===== config.mk =====
export PLATFORM = sky130hd
export DESIGN_NAME = dalu_top
export DESIGN_NICKNAME = d
export VERILOG_FILES = /design/src/rtl/dalu_pkg.sv /design/src/rtl/dalu_bcd_digit.sv /design/src/rtl/dalu_bcd_unit.sv /design/src/rtl/dalu_dec.sv /design/src/rtl/dalu_top.sv
export SDC_FILE = /design/constraint.sdc
export NUM_CORES = 1
export LEC_CHECK = 0
export BUFFER_PORTS_ARGS = -buffer_cell sky130_fd_sc_hd__buf_4
export CORE_MARGIN = 8
export CORE_UTILIZATION = 57
export DETAILED_ROUTE_END_ITERATION = 8
export GPL_TIMING_DRIVEN = 0
export HOLD_SLACK_MARGIN = 0.12
export PLACE_DENSITY = 0.88
export RECOVER_POWER = 50
export SLEW_MARGIN = 25
export SYNTH_ARGS = -nofsm -noshare
export SYNTH_HDL_FRONTEND = slang
export SYNTH_SLANG_ARGS = --single-unit

===== constraint.sdc =====
create_clock -name clk -period 8 [get_ports clk]
set_clock_uncertainty 0.2 [all_clocks]
set_input_delay 2.4 -clock clk [delete_from_list [all_inputs] [get_ports clk]]
set_output_delay 2.4 -clock clk [all_outputs]
set_load 0.05 [all_outputs]

===== src/rtl/dalu_pkg.sv =====
package dalu_pkg;
    localparam int BYTE_W = 8;
    localparam int PAIR_W = 2 * BYTE_W;

    typedef enum logic [2:0] {
        OP_CMP  = 3'd0,
        OP_DAC  = 3'd1,
        OP_DSB  = 3'd2,
        OP_DEC  = 3'd3,
        OP_DECD = 3'd4,
        OP_DJNZ = 3'd5,
        OP_RSV6 = 3'd6,
        OP_RSV7 = 3'd7
    } op_e;

    typedef struct packed {
        logic [BYTE_W-1:0] lo;
        logic [BYTE_W-1:0] hi;
        logic              wr;
        logic              c;
        logic              n;
        logic              z;
        logic              i;
        logic              nz;
    } alu_out_t;
endpackage


===== src/rtl/dalu_bcd_digit.sv =====
module dalu_bcd_digit #(
    parameter bit SUB = 1'b0
) (
    input  logic [3:0] a,
    input  logic [3:0] b,
    input  logic       ci,
    output logic [3:0] s,
    output logic       co
);
    logic [4:0] raw;

    generate
        if (SUB) begin : g_sub
            // ci/co are borrows here
            always_comb begin
                raw = {1'b0, a} - {1'b0, b} - {4'b0, ci};
                if (raw[4]) begin
                    s  = raw[3:0] - 4'd6;
                    co = 1'b1;
                end else begin
                    s  = raw[3:0];
                    co = 1'b0;
                end
            end
        end else begin : g_add
            always_comb begin
                raw = {1'b0, a} + {1'b0, b} + {4'b0, ci};
                if (raw > 5'd9) begin
                    s  = raw[3:0] + 4'd6;
                    co = 1'b1;
                end else begin
                    s  = raw[3:0];
                    co = 1'b0;
                end
            end
        end
    endgenerate
endmodule


===== src/rtl/dalu_bcd_unit.sv =====
module dalu_bcd_unit #(
    parameter int W   = 8,
    parameter bit SUB = 1'b0
) (
    input  logic [W-1:0] a,
    input  logic [W-1:0] b,
    input  logic         cin,
    output logic [W-1:0] s,
    output logic         cout
);
    localparam int DIGITS = W / 4;

    logic [DIGITS:0] chain;

    // subtract: carry-in means "no borrow"
    assign chain[0] = SUB ? ~cin : cin;
    assign cout     = SUB ? ~chain[DIGITS] : chain[DIGITS];

    generate
        for (genvar g = 0; g < DIGITS; g++) begin : g_dig
            dalu_bcd_digit #(.SUB(SUB)) u_digit (
                .a  (a[4*g +: 4]),
                .b  (b[4*g +: 4]),
                .ci (chain[g]),
                .s  (s[4*g +: 4]),
                .co (chain[g+1])
            );
        end
    endgenerate
endmodule


===== src/rtl/dalu_dec.sv =====
module dalu_dec #(
    parameter int W = 8
) (
    input  logic [W-1:0] val,
    output logic [W-1:0] res,
    output logic         no_borrow
);
    assign res       = val - {{(W-1){1'b0}}, 1'b1};
    assign no_borrow = |val;
endmodule


===== src/rtl/dalu_top.sv =====
module dalu_top
    import dalu_pkg::*;
(
    input  logic              clk,
    input  logic              rst_n,
    input  logic [2:0]        op_i,
    input  logic [BYTE_W-1:0] dst_i,
    input  logic [BYTE_W-1:0] src_i,
    input  logic [BYTE_W-1:0] hi_i,
    input  logic              cin_i,
    input  logic              nin_i,
    input  logic              zin_i,
    input  logic              iin_i,
    output logic [BYTE_W-1:0] res_lo_o,
    output logic [BYTE_W-1:0] res_hi_o,
    output logic              wr_o,
    output logic              c_o,
    output logic              n_o,
    output logic              z_o,
    output logic              i_o,
    output logic              nz_o
);
    op_e               op;
    logic [BYTE_W:0]   diff;
    logic [BYTE_W-1:0] dac_s, dsb_s, dec8_s;
    logic              dac_c, dsb_c, dec8_c;
    logic [PAIR_W-1:0] dec16_s;
    logic              dec16_c;
    alu_out_t          r_d, r_q;

    assign op   = op_e'(op_i);
    assign diff = {1'b0, dst_i} - {1'b0, src_i};

    dalu_bcd_unit #(.W(BYTE_W), .SUB(1'b0)) u_dac (
        .a(dst_i), .b(src_i), .cin(cin_i), .s(dac_s), .cout(dac_c)
    );

    dalu_bcd_unit #(.W(BYTE_W), .SUB(1'b1)) u_dsb (
        .a(dst_i), .b(src_i), .cin(cin_i), .s(dsb_s), .cout(dsb_c)
    );

    dalu_dec #(.W(BYTE_W)) u_dec8 (
        .val(dst_i), .res(dec8_s), .no_borrow(dec8_c)
    );

    dalu_dec #(.W(PAIR_W)) u_dec16 (
        .val({hi_i, dst_i}), .res(dec16_s), .no_borrow(dec16_c)
    );

    always_comb begin
        r_d    = '0;
        r_d.c  = cin_i;
        r_d.n  = nin_i;
        r_d.z  = zin_i;
        r_d.i  = iin_i;
        unique case (op)
            OP_CMP: begin
                r_d.lo = diff[BYTE_W-1:0];
                r_d.c  = ~diff[BYTE_W];
                r_d.n  = diff[BYTE_W-1];
                r_d.z  = (diff[BYTE_W-1:0] == '0);
            end
            OP_DAC: begin
                r_d.lo = dac_s;
                r_d.wr = 1'b1;
                r_d.c  = dac_c;
                r_d.n  = dac_s[BYTE_W-1];
                r_d.z  = (dac_s == '0);
            end
            OP_DSB: begin
                r_d.lo = dsb_s;
                r_d.wr = 1'b1;
                r_d.c  = dsb_c;
                r_d.n  = dsb_s[BYTE_W-1];
                r_d.z  = (dsb_s == '0);
            end
            OP_DEC: begin
                r_d.lo = dec8_s;
                r_d.wr = 1'b1;
                r_d.c  = dec8_c;
                r_d.n  = dec8_s[BYTE_W-1];
                r_d.z  = (dec8_s == '0);
            end
            OP_DECD: begin
                r_d.lo = dec16_s[BYTE_W-1:0];
                r_d.hi = dec16_s[PAIR_W-1:BYTE_W];
                r_d.wr = 1'b1;
                r_d.c  = dec16_c;
                r_d.n  = dec16_s[PAIR_W-1];
                r_d.z  = (dec16_s == '0);
            end
            OP_DJNZ: begin
                r_d.lo = dec8_s;
                r_d.wr = 1'b1;
                r_d.nz = (dec8_s != '0);
            end
            default: begin
            end
        endcase
    end

    always_ff @(posedge clk) begin
        if (!rst_n) r_q <= '0;
        else        r_q <= r_d;
    end

    assign res_lo_o = r_q.lo;
    assign res_hi_o = r_q.hi;
    assign wr_o     = r_q.wr;
    assign c_o      = r_q.c;
    assign n_o      = r_q.n;
    assign z_o      = r_q.z;
    assign i_o      = r_q.i;
    assign nz_o     = r_q.nz;

    a_r1_cmp_no_write: assert property (@(posedge clk) disable iff (!rst_n)
        (op_i == OP_CMP) |=> !wr_o);

    a_r6_loop_flags_kept: assert property (@(posedge clk) disable iff (!rst_n)
        (op_i == OP_DJNZ) |=> (c_o == $past(cin_i) && n_o == $past(nin_i) && z_o == $past(zin_i)));

    a_r7_ie_pass: assert property (@(posedge clk) disable iff (!rst_n)
        rst_n |=> (i_o == $past(iin_i)));

    a_r5_pair_wrap: assert property (@(posedge clk) disable iff (!rst_n)
        (op_i == OP_DECD && dst_i == '0 && hi_i == '0) |=> (!c_o && res_hi_o == '1 && res_lo_o == '1));

    a_r9_reserved_idle: assert property (@(posedge clk) disable iff (!rst_n)
        (op_i == OP_RSV6 || op_i == OP_RSV7) |=> (!wr_o && !nz_o && c_o == $past(cin_i)));
endmodule


==> impl_metrics.toml <==
[detailed_routing]
drc_errors = 0
first_iter_violations = 251
routed_wirelength_mm = 7.98
viasPerCell = 5.85
wl_per_cell_um = 15.5
detail-route-antenna-nets = 0
drt_first_pass_iters = 5
num_vias = 3013

[pwr]
power.ir.vdd_worst_uv = 72.9
cellLeakagePower_nw = 1.48
p_total_uw = 487
power_density_nw_per_um2 = 142

[logic_synthesis]
synth_area_um2 = 2960
ys.flop_type = "dfxtp_1"
avgSynthCellArea_um2 = 7.64
synth_cell_types = 67
synthArstFlopShare = 0
yosysWarnings = 0
yosysSeqAreaShare = 0.149
synth.net_count = 462
synth_edf_count = 0
synth_cells = 387
ys_seq_elements = 22

[sta]
relSlewSlack = 0.519
holdWs_ns = 2.16
max_freq_mhz = 138
fin_ws_ns = 0.730
finalCriticalPeriod_ns = 7.27
setup_violations = 0
worst_slew_pin_slew_ns = 0.716
final.setup.tns_ns = 0
rsz0062_at_grt = "no"
hold_viol_final = 0
drv_slew = 0
finalCritPeriodShare = 0.909

[cts]
cts_setup_buffers = 0
numCtsBuffers = 3
clkTransAtPathRegs_ns = 0.07
cts_resized = 0
clock-sinks = 22
cts_root_buf = "clkbuf_8"
ctsHoldBuffers = 0
cts_tree = "yes"
cts.path.max_buffers = 2
cts_max_level = 1

[layout]
stdcell_count = 515
nFillCells = 433
fin_util = 0.679
nets = 521
syn_to_final_growth_pct = 15.9
design_area_um2 = 3420
final_layout_size_suffix_gt1_frac = 0.130
antenna_cells = 0

[grt]
grt_pass1_wl_mm = 12.7
grt_max_degree = 13
grt_pass1_vias = 2750
overflow = 0
grt_antenna_before_repair = 0
track_usage = 0.204

[floorplanning]
die_w_um = 88.0
rows = 26
die_h_um = 88.0
coreArea_um2 = 5040
ios = 55
start_util = 0.586
die-area_um2 = 7740

[place]
place_area_um2 = 3450
dp.cells = 511
gp_congestion = 0.920
hpwl_mm = 6.58
portBuffers = 54
dp_slack_ns = 0.590

[critical_path]
cp-start-kind = "primary input"
cpMostUsedCell = "inv_1"
required_ns = 7.95
cp_top_family = "adder cells"
critPathMaxFanout = 10
path_buf_inv = 6
max_stage_delay_ns = 0.47
critPathKind = "in -> reg"
cp_cell_sequence = "buf_4, inv_1, ha_1, clkbuf_1, inv_1, ha_1, nand2_1, a2bb2oi_1, and2_1, inv_1, fa_1, inv_1, ha_1, nor2_1, fa_1, a21bo_2, a2bb2oi_2, nor2_1, xnor2_1, a21boi_0, o21ai_1, o2111a_1, nor2_1"
arrival_ns = 7.22
crit_slowest_cell = "fa_1"
endpoint_kind = "register"

[worst_hold_path]
hold_path.class = "in -> reg"

[run_status]
status = "completed"

[job]
cap_violations = 0
cells in the final DEF (no fill, tap or decap), drive strengths merged, types with 4 or more instances in the layout:
cell    netlist  layout
nor3         15      15
nand2        28      28
o21ai        22      22
xor2          7       7
o21bai        4       4
xnor2        27      27
nor2         48      48
buf           5      38
or3           7       7
a31oi         6       6
nand2b        6       6
ha           33      33
nand3         6       6
fa            9       9
mux2i         4       4
nand3b        5       5
nor2b         4       4
inv          36      36
a21oi        22      22
clkbuf        8      33
dfxtp        22      22
power breakdown:
group / leakage (nW) / total [mW] / switching (mW) / internal, mW
Clock: 0.0288 / 0.0733 / 0.0296 / 0.0437
Combinational: 1.27 / 0.296 / 0.180 / 0.116
Sequential: 0.180 / 0.118 / 0.00146 / 0.116
Total: 1.48 / 0.487 / 0.212 / 0.276
flip-flops by register name (all words and copies together), names as in the netlist:
name and count:
nz_o 1, res_hi_o 8, z_o 1, i_o 1, wr_o 1, n_o 1
c_o 1, res_lo_o 8
layout make-up:
class,count,area [um2],share of cell area
Buffer,13,61.3,0.0179
Clock buffer,4,55.1,0.0161
Inverter,36,135,0.0395
Multi-Input combinational cell,316,2320,0.677
Sequential cell,22,440,0.129
Tap cell,70,87.6,0.0256
Timing Repair Buffer,54,327,0.0954
metal layers:
layer / GRT usage / routed length, um / up-vias
met3: 0.0235 / 651 / 17
met2: 0.356 / 3730 / 172
met1: 0.243 / 3400 / 1355
li1: - / - / 1469
met5: 0 / 0 / -
met4: 0.0906 / 208 / 0
Yosys cell counts, types with 4 or more instances:
cell type	n	area (um2)
fa_1	9	180
o21bai_1	4	30.0
nand2b_1	6	37.5
nor2_1	47	176
ha_1	33	413
xnor2_1	27	236
mux2i_1	4	40.0
nand3_1	6	30.0
a21oi_1	22	110
nand2_1	28	105
nor3_1	12	60.1
xor2_1	7	61.3
or3_4	4	45.0
buf_2	4	20.0
nand3b_1	5	37.5
inv_1	35	131
o21ai_0	19	95.1
dfxtp_1	22	440
a31oi_1	6	37.5
nor2b_1	4	25.0
clkbuf_1	8	30.0
worst paths after layout:
check  cells after the start           to      from
max                       23  res_lo_o[7]  dst_i[3]
min                        2          i_o     iin_i
logic make-up (layout without fill, tap and decap cells):
| group | Yosys count | count (layout) | synth area share |
|---|---|---|---|
| flops | 22 | 22 | 0.149 |
| buf+inv | 49 | 107 | 0.0665 |
| xor+xnor | 34 | 34 | 0.101 |
| mux | 5 | 5 | 0.0174 |
| simple gates | 139 | 139 | 0.246 |
| compound gates | 96 | 96 | 0.219 |
| fa+ha+maj | 42 | 42 | 0.201 |
(Power assumes the default switching activity.)
